<file path="src/rtl/cop_bus_pkg.sv">
package cop_bus_pkg;

    // Bus cycle tracker states
    typedef enum logic [1:0] {
        ST_IDLE    = 2'd0,
        ST_RD_WAIT = 2'd1,
        ST_ACK     = 2'd2,
        ST_TRACK   = 2'd3
    } cyc_state_t;

    // Host address width and coprocessor port map
    localparam int unsigned HOST_ADDR_W  = 32;
    localparam int unsigned COP_PORTS    = 2;
    localparam logic [31:0] COP_BASE     = 32'h8000_00F8;
    localparam int unsigned COP_STRIDE   = 4;

endpackage

</file>
<file path="src/rtl/cop_addr_decode.sv">
module cop_addr_decode #(
    parameter int unsigned ADDR_W    = cop_bus_pkg::HOST_ADDR_W,
    parameter int unsigned NUM_PORTS = cop_bus_pkg::COP_PORTS,
    parameter logic [ADDR_W-1:0] BASE = cop_bus_pkg::COP_BASE,
    parameter int unsigned STRIDE    = cop_bus_pkg::COP_STRIDE,
    localparam int unsigned PSEL_W   = (NUM_PORTS > 1) ? $clog2(NUM_PORTS) : 1
) (
    input  logic [ADDR_W-1:0] addr,
    input  logic              mio_n,
    output logic              hit,
    output logic [PSEL_W-1:0] port_idx
);

    logic [NUM_PORTS-1:0] match;

    // One comparator per coprocessor port
    genvar g;
    generate
        for (g = 0; g < NUM_PORTS; g++) begin : g_port
            localparam logic [ADDR_W-1:0] PORT_ADDR =
                BASE + ADDR_W'(g * STRIDE);
            assign match[g] = (addr == PORT_ADDR) && !mio_n;
        end
    endgenerate

    assign hit = |match;

    // Encode the matching port to an index
    always_comb begin
        port_idx = '0;
        for (int i = 0; i < NUM_PORTS; i++) begin
            if (match[i]) begin
                port_idx = PSEL_W'(i);
            end
        end
    end

endmodule

</file>
<file path="src/rtl/cop_cycle_fsm.sv">
module cop_cycle_fsm #(
    parameter int unsigned PSEL_W = 1
) (
    input  logic              clk,
    input  logic              rst,
    input  logic              ads_n,
    input  logic              rdy_n,
    input  logic              wr_rd,
    input  logic              sel_ok,
    input  logic [PSEL_W-1:0] port_in,
    output logic              ack_n,
    output logic              in_cyc,
    output logic              rd_phase,
    output logic [PSEL_W-1:0] port_q
);
    import cop_bus_pkg::*;

    cyc_state_t state, state_nx;
    logic       rd_q;

    wire start = (state == ST_IDLE) && !ads_n;

    // Next-state selection
    always_comb begin
        state_nx = state;
        unique case (state)
            ST_IDLE: begin
                if (!ads_n) begin
                    if (!sel_ok)    state_nx = ST_TRACK;
                    else if (wr_rd) state_nx = ST_ACK;
                    else            state_nx = ST_RD_WAIT;
                end
            end
            ST_RD_WAIT: state_nx = rdy_n ? ST_ACK : ST_IDLE;
            ST_ACK:     state_nx = rdy_n ? ST_TRACK : ST_IDLE;
            ST_TRACK:   state_nx = rdy_n ? ST_TRACK : ST_IDLE;
            default:    state_nx = ST_IDLE;
        endcase
    end

    // State register and per-cycle attributes latched at the strobe
    always_ff @(posedge clk) begin
        if (rst) begin
            state  <= ST_IDLE;
            rd_q   <= 1'b0;
            port_q <= '0;
        end else begin
            state <= state_nx;
            if (start && sel_ok) begin
                rd_q   <= !wr_rd;
                port_q <= port_in;
            end
        end
    end

    // Outputs decoded from the state
    always_comb begin
        ack_n    = (state != ST_ACK);
        in_cyc   = (state == ST_RD_WAIT) || (state == ST_ACK);
        rd_phase = in_cyc && rd_q;
    end

    assert_reset_idle_R1: assert property (@(posedge clk)
        rst |=> (ack_n && !rd_phase));

    assert_unselected_silent_R2: assert property (@(posedge clk) disable iff (rst)
        (start && !sel_ok) |=> ack_n);

    assert_write_zero_wait_R3: assert property (@(posedge clk) disable iff (rst)
        (start && sel_ok && wr_rd) |=> !ack_n);

    assert_read_first_wait_R4: assert property (@(posedge clk) disable iff (rst)
        (start && sel_ok && !wr_rd) |=> ack_n);

    assert_read_ack_after_wait_R4: assert property (@(posedge clk) disable iff (rst)
        (state == ST_RD_WAIT && rdy_n) |=> !ack_n);

    assert_single_ack_R5: assert property (@(posedge clk) disable iff (rst)
        !ack_n |=> ack_n);

    assert_ready_closes_R6: assert property (@(posedge clk) disable iff (rst)
        (state != ST_IDLE && !rdy_n) |=> (state == ST_IDLE));

    assert_ignore_strobe_R7: assert property (@(posedge clk) disable iff (rst)
        (state == ST_TRACK && rdy_n) |=> (state == ST_TRACK));

endmodule

</file>
<file path="src/rtl/cop_size_check.sv">
module cop_size_check (
    input  logic clk,
    input  logic rst,
    input  logic in_cyc,
    input  logic bs16_n,
    output logic size_err
);

    always_ff @(posedge clk) begin
        if (rst) size_err <= 1'b0;
        else     size_err <= in_cyc && !bs16_n;
    end

    assert_err_raise_R11: assert property (@(posedge clk) disable iff (rst)
        (in_cyc && !bs16_n) |=> size_err);

    assert_err_quiet_R11: assert property (@(posedge clk) disable iff (rst)
        (!in_cyc || bs16_n) |=> !size_err);

endmodule

</file>
<file path="src/rtl/cop_bus_slave.sv">
module cop_bus_slave #(
    parameter int unsigned ADDR_W    = cop_bus_pkg::HOST_ADDR_W,
    parameter int unsigned NUM_PORTS = cop_bus_pkg::COP_PORTS,
    parameter logic [ADDR_W-1:0] BASE = cop_bus_pkg::COP_BASE,
    parameter int unsigned STRIDE    = cop_bus_pkg::COP_STRIDE,
    localparam int unsigned PSEL_W   = (NUM_PORTS > 1) ? $clog2(NUM_PORTS) : 1
) (
    input  logic              clk,
    input  logic              rst,
    input  logic              ads_n,
    input  logic              rdy_n,
    input  logic              wr_rd,
    input  logic              mio_n,
    input  logic [ADDR_W-1:0] addr,
    input  logic              sten,
    input  logic              bs16_n,
    output logic              rdyo_n,
    output logic              rdyo_oe,
    output logic              data_oe,
    output logic [PSEL_W-1:0] port_sel,
    output logic              size_err
);

    logic              hit;
    logic [PSEL_W-1:0] port_idx;
    logic              ack_n;
    logic              in_cyc;
    logic              rd_phase;

    cop_addr_decode #(
        .ADDR_W    (ADDR_W),
        .NUM_PORTS (NUM_PORTS),
        .BASE      (BASE),
        .STRIDE    (STRIDE)
    ) u_decode (
        .addr     (addr),
        .mio_n    (mio_n),
        .hit      (hit),
        .port_idx (port_idx)
    );

    cop_cycle_fsm #(
        .PSEL_W (PSEL_W)
    ) u_fsm (
        .clk      (clk),
        .rst      (rst),
        .ads_n    (ads_n),
        .rdy_n    (rdy_n),
        .wr_rd    (wr_rd),
        .sel_ok   (hit && sten),
        .port_in  (port_idx),
        .ack_n    (ack_n),
        .in_cyc   (in_cyc),
        .rd_phase (rd_phase),
        .port_q   (port_sel)
    );

    cop_size_check u_size (
        .clk      (clk),
        .rst      (rst),
        .in_cyc   (in_cyc),
        .bs16_n   (bs16_n),
        .size_err (size_err)
    );

    // Chip enable gates every driver without a register stage
    assign rdyo_oe = sten;
    assign rdyo_n  = ack_n || !sten;
    assign data_oe = rd_phase && sten;

    always_comb begin
        if (!sten) begin
            assert_float_R8: assert (!rdyo_oe && !data_oe && rdyo_n);
        end
    end

endmodule

</file>
<file path="config.mk">
export PLATFORM = sky130hd
export DESIGN_NAME = cop_bus_slave
export DESIGN_NICKNAME = d
export VERILOG_FILES = /design/src/rtl/cop_bus_pkg.sv /design/src/rtl/cop_addr_decode.sv /design/src/rtl/cop_cycle_fsm.sv /design/src/rtl/cop_size_check.sv /design/src/rtl/cop_bus_slave.sv
export SDC_FILE = /design/constraint.sdc
export NUM_CORES = 1
export LEC_CHECK = 0
export BUFFER_PORTS_ARGS = -buffer_cell sky130_fd_sc_hd__buf_4
export CORE_MARGIN = 1
export CORE_UTILIZATION = 33
export DETAILED_ROUTE_END_ITERATION = 8
export GPL_TIMING_DRIVEN = 1
export PLACE_DENSITY = 0.79
export SETUP_SLACK_MARGIN = 0.5
export SLEW_MARGIN = 10
export SYNTH_ARGS = -nofsm -noshare
export SYNTH_HDL_FRONTEND = slang
export SYNTH_SLANG_ARGS = --single-unit
</file>
<file path="constraint.sdc">
create_clock -name clk -period 1.7 [get_ports clk]
set_input_delay 0.085 -clock clk [delete_from_list [all_inputs] [get_ports clk]]
set_output_delay 0.085 -clock clk [all_outputs]
set_load 0.1 [all_outputs]
</file>
# Word level (Yosys, flattened, before mapping)
# Index checks and enable logic that the tools add are counted.
# totals
ff_bits	5
latchBits	0
mem_bits_rw	0
mem_bits_ro	0
inputBits	40
out_inout_bits	5
word_cells	36
mem_count	0
# classes
n_addsub	0
n_mul	0
div	0
n_lt_le_gt_ge	0
eq_ne	7
shift	0
mux	7
bitwise_logic	0
reduce_logical	18
# ops
operator	count
equality test 32 bit (second input constant)	2
two-way mux 2 bit	5
logical AND 1 bit	8
case mux 2 bit (3 select lines)	1
logical NOT 1 bit	5
equality test 2 bit (second input constant)	2
!= test 2 bit (second input constant)	2
OR reduction 2 bit	2
equality test 2 x 1 -> 1 bit (second input constant)	1
logical NOT 2 bit	1
logical OR 1 bit	2
two-way mux 1 bit	1

# Depth between registers and ports, before layout
# Gate-level depths: netlist (run 1).
# logic_depth
word_depth	7
mapped_depth	6

# Modules after synthesis
# A second synthesis (run 1) with hierarchy kept.
# unflattened
hier_cells	49
area_unflattened_um2	422.9
# by_module_without_submodules
module	instances	cells_each	area_each_um2	seq_area_each_um2
cop_cycle_fsm	1	29	266.5	80.1
cop_addr_decode	1	14	97.6	0.0
cop_size_check	1	2	32.5	20.0
cop_bus_slave	1	4	26.3	0.0

# Worst setup path after synthesis (run 1)
# OpenSTA, ideal clock, no wires.
# synth_timing
kind	reg-to-output
startpoint	register u_fsm.state[1]
endpoint	output port data_oe
arrival_ns	1.472
required_ns	1.615
path_slack_ns	0.143
path_stages_with_launch	4
path_buffers	0
cell_sequence	dfxtp_1 -> inv_1 -> ha_1 -> and3_1
# synth_via
elab_chain_cells	4
# synth_lines
item	line_no	text
start: declaration	cop_cycle_fsm.sv:18	cyc_state_t state, state_nx;
start signal: assignment	cop_cycle_fsm.sv:48	state <= state_nx;
equality test 2 x 1 -> 1 bit / equality test 2 bit (equally long branches)	cop_cycle_fsm.sv:59	in_cyc = (state == ST_RD_WAIT) || (state == ST_ACK);
logical OR 1 bit (*)	cop_cycle_fsm.sv:59	
logical AND 1 bit (*)	cop_cycle_fsm.sv:60	rd_phase = in_cyc && rd_q;
logical AND 1 bit (*)	cop_bus_slave.sv:69	assign data_oe = rd_phase && sten;
end: declaration	cop_bus_slave.sv:19	output logic data_oe,
# Every way passes the cells marked *; elsewhere a longest branch is shown, timed or not.

# Worst setup path in the final report (run 1)
# layout_timing
startpoint	input port addr[24]
endpoint	register u_fsm.rd_q
# layout_via
elab_chain_cells	5
# layout_lines
item	line_no	text
start: declaration	cop_bus_slave.sv:14	input logic [ADDR_W-1:0] addr,
equality test 32 bit	cop_addr_decode.sv:22	assign match[g] = (addr == PORT_ADDR) && !mio_n;
logical AND 1 bit	cop_addr_decode.sv:22	
OR reduction 2 bit (*)	cop_addr_decode.sv:26	assign hit = |match;
logical AND 1 bit (*)	cop_bus_slave.sv:50	.sel_ok (hit && sten),
logical AND 1 bit (*)	cop_cycle_fsm.sv:49	if (start && sel_ok) begin
end signal: assignment	cop_cycle_fsm.sv:50	rd_q <= !wr_rd;
end: declaration	cop_cycle_fsm.sv:19	logic rd_q;
# Marks and branches as above.
# A chain may end at the register's enable or synchronous reset.

==> results of run 1 <==
-- stage by stage --
stage / power, mW / instances
finish: 1.13 / 121
global route: 1.15 / 121
CTS: 0.943 / 120
detailed placement: 0.600 / 105
global placement: 0.585 / 105
floorplan: 0.463 / 48
-- layout make-up --
type	count	area [sq um]	share of cell area [%]
timing repair buffer	56	460	42.0
inverter	3	13.8	1.26
sequential	5	104	9.47
multi-input combinational	39	474	43.3
clock buffer	4	26.3	2.40
tap	14	17.5	1.60
-- layer usage --
metal / track usage [%] / vias up / wire (um)
li1: - / 305 / -
met1: 35.8 / 364 / 1050
met2: 57.6 / 77 / 1330
met3: 4.65 / 12 / 302
met4: 8.93 / 0 / 78
met5: 0 / - / 0
-- registers in the layout (all words and copies together) (netlist names) --
signal and cells:
u_size.size_err 1, u_fsm.port_q 1, u_fsm.state 2, u_fsm.rd_q 1
-- repair_timing --
item | 4_1_cts | 5_1_grt
hold endpoints to repair | 0 | 0
gates resized for setup | 24 | 10
setup endpoints to repair | 6 | 6
hold buffers | 0 | 0
buffers inserted | 11 | 1
gates cloned | 0 | 0
pin swaps | 7 | 6
-- worst paths after layout --
check                               startpoint               to  slack [ns]  cells after the start
worst max-delay path                  addr[24]       u_fsm.rd_q        0.20                      5
worst min-delay path                    bs16_n  u_size.size_err      -0.009                      2
worst max register to register  u_fsm.state[0]   u_fsm.state[0]        0.26                      6
worst min register to register    u_fsm.port_q     u_fsm.port_q        0.52                      2
-- synthesized netlist by cell type (all sizes together) --
| library cell | count |
|---|---|
| and4b | 1 |
| nor2 | 3 |
| o31ai | 1 |
| nand2 | 3 |
| ha | 5 |
| inv | 3 |
| a21oi | 2 |
| o21ai | 1 |
| and3 | 1 |
| nor2b | 1 |
| mux2 | 1 |
| nor4 | 6 |
| mux2i | 1 |
| nand2b | 3 |
| nor3b | 2 |
| nand4 | 2 |
| a221o | 1 |
| a311o | 1 |
| o32ai | 1 |
| nor4b | 2 |
| or4b | 1 |
| buf | 1 |
| dfxtp | 5 |
-- critical path, stage by stage --
cell	delay, ns
buf_4	0.12
nor4_2	0.36
nand4_1	0.28
nor4_4	0.45
mux2_4	0.34
-- power by group --
part	internal, mW	total (mW)	switching [mW]
Combinational	0.388	0.805	0.416
Sequential	0.147	0.171	0.0237
Clock	0.0898	0.155	0.0654
Total	0.626	1.13	0.505
-- kinds of logic after synthesis --
family	synth area share, %
flops	23.0
fa+ha+maj	14.4
simple gates	41.7
buf+inv	4.31
compound gates	11.8
mux	4.88
==> results by group, run 1 <==
Outcome
  • Status: complete, but fails checks
  • Violated checks: hold timing

Yosys
  • Synth Net Count: just over 90
  • Mapped Cells: 48
  • Post-synthesis register bit count: 5
  • Synth Cell Area: 435 sq um
  • Syn Area/Cell: approximately 9.1 sq um
  • Register area share after synthesis: between 20 and 25%
  • Post-synth cell types: 25
  • Synth top area share: between 20% and 30%
  • Synth area leader: dfxtp_1
  • Synth area leaders: dfxtp_1 (23%), ha_1 (14%), nor4_1 (7.2%), nor4_4 (4.9%), nand2b_1 (4.3%)
  • Warnings, synthesis: 0

Timing
  • Worst-Margin Slew: 0.337 ns
  • Minimum clock period: between 1.5 and 2 ns
  • Setup_tns: 0 ns
  • Slew HR: 77.4%
  • Hold Violations, Final: 1
  • Fmax: approximately 670 MHz
  • RSZ-0062 raised after global routing: yes
  • Max Slew Vio Count: 0
  • Count of final setup violators: 0
  • Fin Hold WS: -0.00887 ns
  • Final period utilization: roughly 90%
  • Final Skew: 0.00458 ns
  • Final worst-path setup slack: around 0.20 ns

Clocking
  • Num CTS Buffers: 3
  • CTS tree: done
  • CTS max path bufs: 2
  • CTS sink cnt: 5
  • Clock transition at path regs: 0.05 ns
  • Clk_lat worst skew: 0.26 ns
  • Max H-tree Level: 1
  • CTS root buf: clkbuf_4

Die
  • Die Wd: 38.3 um
  • Core Footprint: about 1200 sq um
  • Die height: 38.3 um
  • Row Count: 12
  • Initial Utilization: 37.2%
  • I/O pin count: 45
  • Die ar.: 1470 sq um

Setup path
  • CP Launch Type: input port
  • Setup crit end kind: register
  • WP data required: 1.84 ns
  • Crit Path Category: in -> reg
  • Worst-path fanout max: 2
  • Worst path arrival time: between 1.5 and 2 ns

Detailed routing
  • Post-route ant nets: 0
  • Avg Vias per Cell: 6.26
  • Post-Route WL: 2760 um
  • Routed len/inst: roughly 23 um
  • Initial DRC count: 44
  • First drt pass iteration count: 4
  • Drt drc: 0
  • Vias: approximately 760

Final layout
  • Layout cell share with drive strength beyond 1: 81.3%
  • Commonest non-fill, non-tap cell in the layout: buf_4
  • Most frequent cells in the layout: buf_4 (50), nor4_2 (5), ha_4 (5), buf_6 (4)
  • Design area: about 1100 sq um
  • Area grow syn2layout: 152%
  • Final core occ: 93.6%
  • Fill cells: 36
  • Ant. Diodes: 0
  • Nets@finish: 153

Global route
  • GRT overflow: 0
  • First-pass GRT wire length: 3060 um
  • Number of global-route vias before repair: between 600 and 700
  • Pin count of the biggest net entering global routing: 9
  • Initial antenna violation count: 0
  • GRT Util Overall: approximately 31%

Run
  • Max Cap Violations: 0

Hold path
  • Hold crit path type: in -> reg

Placement
  • GPL Wtd Cong: between 0.7 and 0.8
  • IO buf count: 44
  • Post-Place Setup Slack: 0.0953 ns
  • Post-DP HPWL: 1120 um
  • Placed inst area: 810 sq um

Power and ir drop
  • Peak VDD IR: 971 uV
  • LEAKAGE: 0.492 nW
  • Pwr/cell area: 1030 nW/um^2
(Power assumes the default switching activity.)
==> run 2: changes to the inputs <==
--- a/config.mk
+++ b/config.mk
@@ -5,12 +5,13 @@
 export SDC_FILE = /design/constraint.sdc
 export NUM_CORES = 1
 export LEC_CHECK = 0
+export ABC_AREA = 1
 export BUFFER_PORTS_ARGS = -buffer_cell sky130_fd_sc_hd__buf_4
 export CORE_MARGIN = 1
-export CORE_UTILIZATION = 33
+export CORE_UTILIZATION = 39
 export DETAILED_ROUTE_END_ITERATION = 8
-export GPL_TIMING_DRIVEN = 1
-export PLACE_DENSITY = 0.79
+export GPL_TIMING_DRIVEN = 0
+export PLACE_DENSITY = 0.82
 export SETUP_SLACK_MARGIN = 0.5
 export SLEW_MARGIN = 10
 export SYNTH_ARGS = -nofsm -noshare
==> run 2 against run 1 <==
Critical path type is now reg -> out; highest routed layer is now met3; synthesized area rose by 36%; largest power group unchanged; the run now ends clean; power fell by 29%; clock-buffer cell count did not move; critical endpoint is now data_oe.
==> results by group, run 2 <==
Detailed routing
  • Post-route ant nets: 0 (unchanged)
  • Routed len/inst: 10.6 um (was 22.8 um)
  • Initial DRC count: 20 (was 44)
  • Vias: 838 (was 758)
  • Post-Route WL: 1890 um (was 2760 um)
  • Avg Vias per Cell: 4.68 (was 6.26)
  • First drt pass iteration count: 4 (unchanged)
  • Drt drc: 0 (unchanged)

Yosys
  • Synth Cell Area: 593 sq um (was 435 sq um)
  • Synth top area share: 20.9% (was 23.0%)
  • Post-synth cell types: 17 (was 25)
  • Async SR Flop Fraction: 0% (unchanged)
  • Synth Flop Type: dfxtp_1 (unchanged)
  • Synth area leaders: nor2_1 (21%), nand2_1 (20%), dfxtp_1 (17%), ha_1 (11%), inv_1 (8.2%) (was dfxtp_1 (23%), ha_1 (14%), nor4_1 (7.2%), nor4_4 (4.9%), nand2b_1 (4.3%))
  • Register area share after synthesis: 16.9% (was 23.0%)
  • Top post-synthesis cells by count: nor2_1 (33), nand2_1 (32), inv_1 (13) (was dfxtp_1 (5), ha_1 (5), nor4_1 (5))
  • Mapped Cells: 111 (was 48)
  • Post-synthesis register bit count: 5 (unchanged)
  • Synth area leader: nor2_1 (was dfxtp_1)
  • Syn Area/Cell: 5.34 sq um (was 9.07 sq um)
  • Post-synth EDFFs: 0 (unchanged)
  • Synth Net Count: 156 (was 93)
  • Warnings, synthesis: 0 (unchanged)
  • Cell with the most instances after synthesis: nor2_1

Die
  • Die height: 41.0 um (was 38.3 um)
  • Core Footprint: 1350 sq um (was 1170 sq um)
  • Die ar.: 1680 sq um (was 1470 sq um)
  • I/O pin count: 45 (unchanged)
  • Initial Utilization: 43.9% (was 37.2%)
  • Die Wd: 41.0 um (was 38.3 um)
  • Row Count: 13 (was 12)

Power and ir drop
  • Clock power frac: 17.8% (was 13.7%)
  • Net switching power: 0.352 mW (was 0.505 mW)
  • LEAKAGE: 0.571 nW (was 0.492 nW)
  • Reg power frac: 19.3% (was 15.1%)
  • Pwr/cell area: 722 nW/um^2 (was 1030 nW/um^2)
  • Cell-internal power: 0.455 mW (was 0.626 mW)
  • Sw frac: 43.6% (was 44.7%)
  • Peak VDD IR: 526 uV (was 971 uV)
  • Logic pwr share: 63.0% (was 71.1%)

Final layout
  • Area grow syn2layout: 88.4% (was 152%)
  • Commonest non-fill, non-tap cell in the layout: buf_4 (unchanged)
  • Ant. Diodes: 0 (unchanged)
  • Most frequent cells in the layout: buf_4 (46), nor2_1 (31), nand2_1 (29), inv_1 (11) (was buf_4 (50), nor4_2 (5), ha_4 (5), buf_6 (4))
  • Nets@finish: 210 (was 153)
  • Design area: 1120 sq um (was 1100 sq um)
  • Register name with the most flops: u_fsm.state (unchanged)
  • Max reg flops: 2 (unchanged)
  • Layout cell share with drive strength beyond 1: 46.3% (was 81.3%)
  • Fill cells: 87 (was 36)

Global route
  • GRT Util Overall: 22.8% (was 31.0%)
  • GRT overflow: 0 (unchanged)
  • Initial antenna violation count: 0 (unchanged)
  • First-pass GRT wire length: 2480 um (was 3060 um)
  • Pin count of the biggest net entering global routing: 6 (was 9)
  • Number of global-route vias before repair: 698 (was 644)

Setup path
  • Worst path arrival time: 1.25 ns (was 1.64 ns)
  • Setup crit end kind: output port (was register)
  • CP Launch Type: register (was input port)
  • Worst-path fanout max: 3 (was 2)
  • WP data required: 1.62 ns (was 1.84 ns)
  • Crit Path Category: reg -> out (was in -> reg)

Clocking
  • CTS tree: done (unchanged)
  • Max H-tree Level: 1 (unchanged)
  • Clk_lat worst skew: 0.25 ns (was 0.26 ns)
  • CTS sink cnt: 5 (unchanged)
  • CTS root buf: clkbuf_4 (unchanged)
  • Num CTS Buffers: 3 (unchanged)
  • Clock transition at path regs: 0.05 ns (about the same)
  • CTS max path bufs: 2 (unchanged)

Timing
  • Minimum clock period: 1.33 ns (was 1.50 ns)
  • Fmax: 750 MHz (was 666 MHz)
  • Hold Violations, Final: 0 (was 1)
  • Max Slew Vio Count: 0 (unchanged)
  • Final period utilization: 78.5% (was 88.3%)
  • Setup_tns: 0 ns (unchanged)
  • Slew HR: 81.6% (was 77.4%)
  • Final Skew: 0.00526 ns (was 0.00458 ns)
  • Count of final setup violators: 0 (unchanged)
  • RSZ-0062 raised after global routing: yes (unchanged)
  • Worst-Margin Slew: 0.279 ns (was 0.337 ns)

Placement
  • GPL Wtd Cong: 0.775 (was 0.742)
  • IO buf count: 44 (unchanged)
  • Placed inst area: 953 sq um (was 810 sq um)
  • Post-DP HPWL: 1330 um (was 1120 um)

Run
  • Max Cap Violations: 0 (unchanged)

Outcome
  • Status: complete, no violations (was complete, but fails checks)

Hold path
  • Hold crit path type: in -> reg (unchanged)
run 2: cell types whose count changed after synthesis, moves of 3 or more:
cell	previous run	this run
nand3_1	0	4
o21ai_0	1	4
nor4_1	5	0
inv_1	3	13
nand2_1	3	32
nor2_1	3	33
nand2b_1	3	0
run 2: cells by family (layout without fill, tap and decap cells):
logic type      after synthesis  count (layout)  synth area share, %
simple gates                 78              78                 55.7
compound gates                8               8                 6.75
fa+ha+maj                     5               5                 10.5
flops                         5               5                 16.9
buf+inv                      15              68                 10.1
run 2: layout make-up:
cell class | instances | area [sq um] | area share, %
Buffer | 1 | 7.51 | 0.672
Clock buffer | 4 | 26.3 | 2.35
Inverter | 14 | 55.1 | 4.93
Multi-Input combinational cell | 91 | 507 | 45.4
Sequential cell | 5 | 104 | 9.29
Tap cell | 15 | 18.8 | 1.68
Timing Repair Buffer | 49 | 399 | 35.7
run 2: critical path, stage by stage, from the launching register on:
cell     delay (ns)
dfxtp_2        0.35
inv_4          0.06
ha_4           0.27
nand2_4        0.05
nor2_4         0.09
buf_12         0.18
run 2: worst paths after layout:
path | start | to | slack [ns] | depth (start not counted)
max | u_fsm.state[0] | data_oe | 0.37 | 5
min | rst | u_size.size_err | 0.13 | 4
max reg2reg | u_fsm.state[0] | u_fsm.state[1] | 0.41 | 7
min reg2reg | u_fsm.port_q | u_fsm.port_q | 0.52 | 4
run 2: per-stage QoR:
step	std cells	hold WS (ns)	util (%)	power [mW]	worst slack, ns
after floorplan	111	0.157	-	0.364	0.352
after global placement	170	0.242	70.6	0.479	0.392
after detailed placement	170	0.245	70.6	0.485	0.384
after CTS	178	0.131	79.0	0.719	0.359
after global routing	179	0.151	82.8	0.871	0.319
final	179	0.129	82.8	0.807	0.366
run 2: repair_timing:
action                                 4_1_cts  5_1_grt
hold buffers                                 1        0
pin swaps                                    8        7
endpoints found under the hold margin        1        0
setup endpoints to repair                    4        5
resized for setup                           16       10
setup buffers                                3        1
run 2: per-layer routing:
layer	wire, um	global-route usage [%]	vias to the layer above
li1	-	-	445
met1	787	23.2	363
met2	1010	43.4	30
met3	98	9.78	0
met4	0	2.50	0
met5	0	0	-
run 2: power by group through the flow:
stage          registers [mW]  clock network [mW]  logic (mW)
2_1_floorplan           0.181                   0       0.183
3_3_place_gp            0.155                   0       0.324
3_5_place_dp            0.156                   0       0.329
4_1_cts                 0.152               0.140       0.427
5_1_grt                 0.158               0.156       0.557
6_report                0.156               0.143       0.508
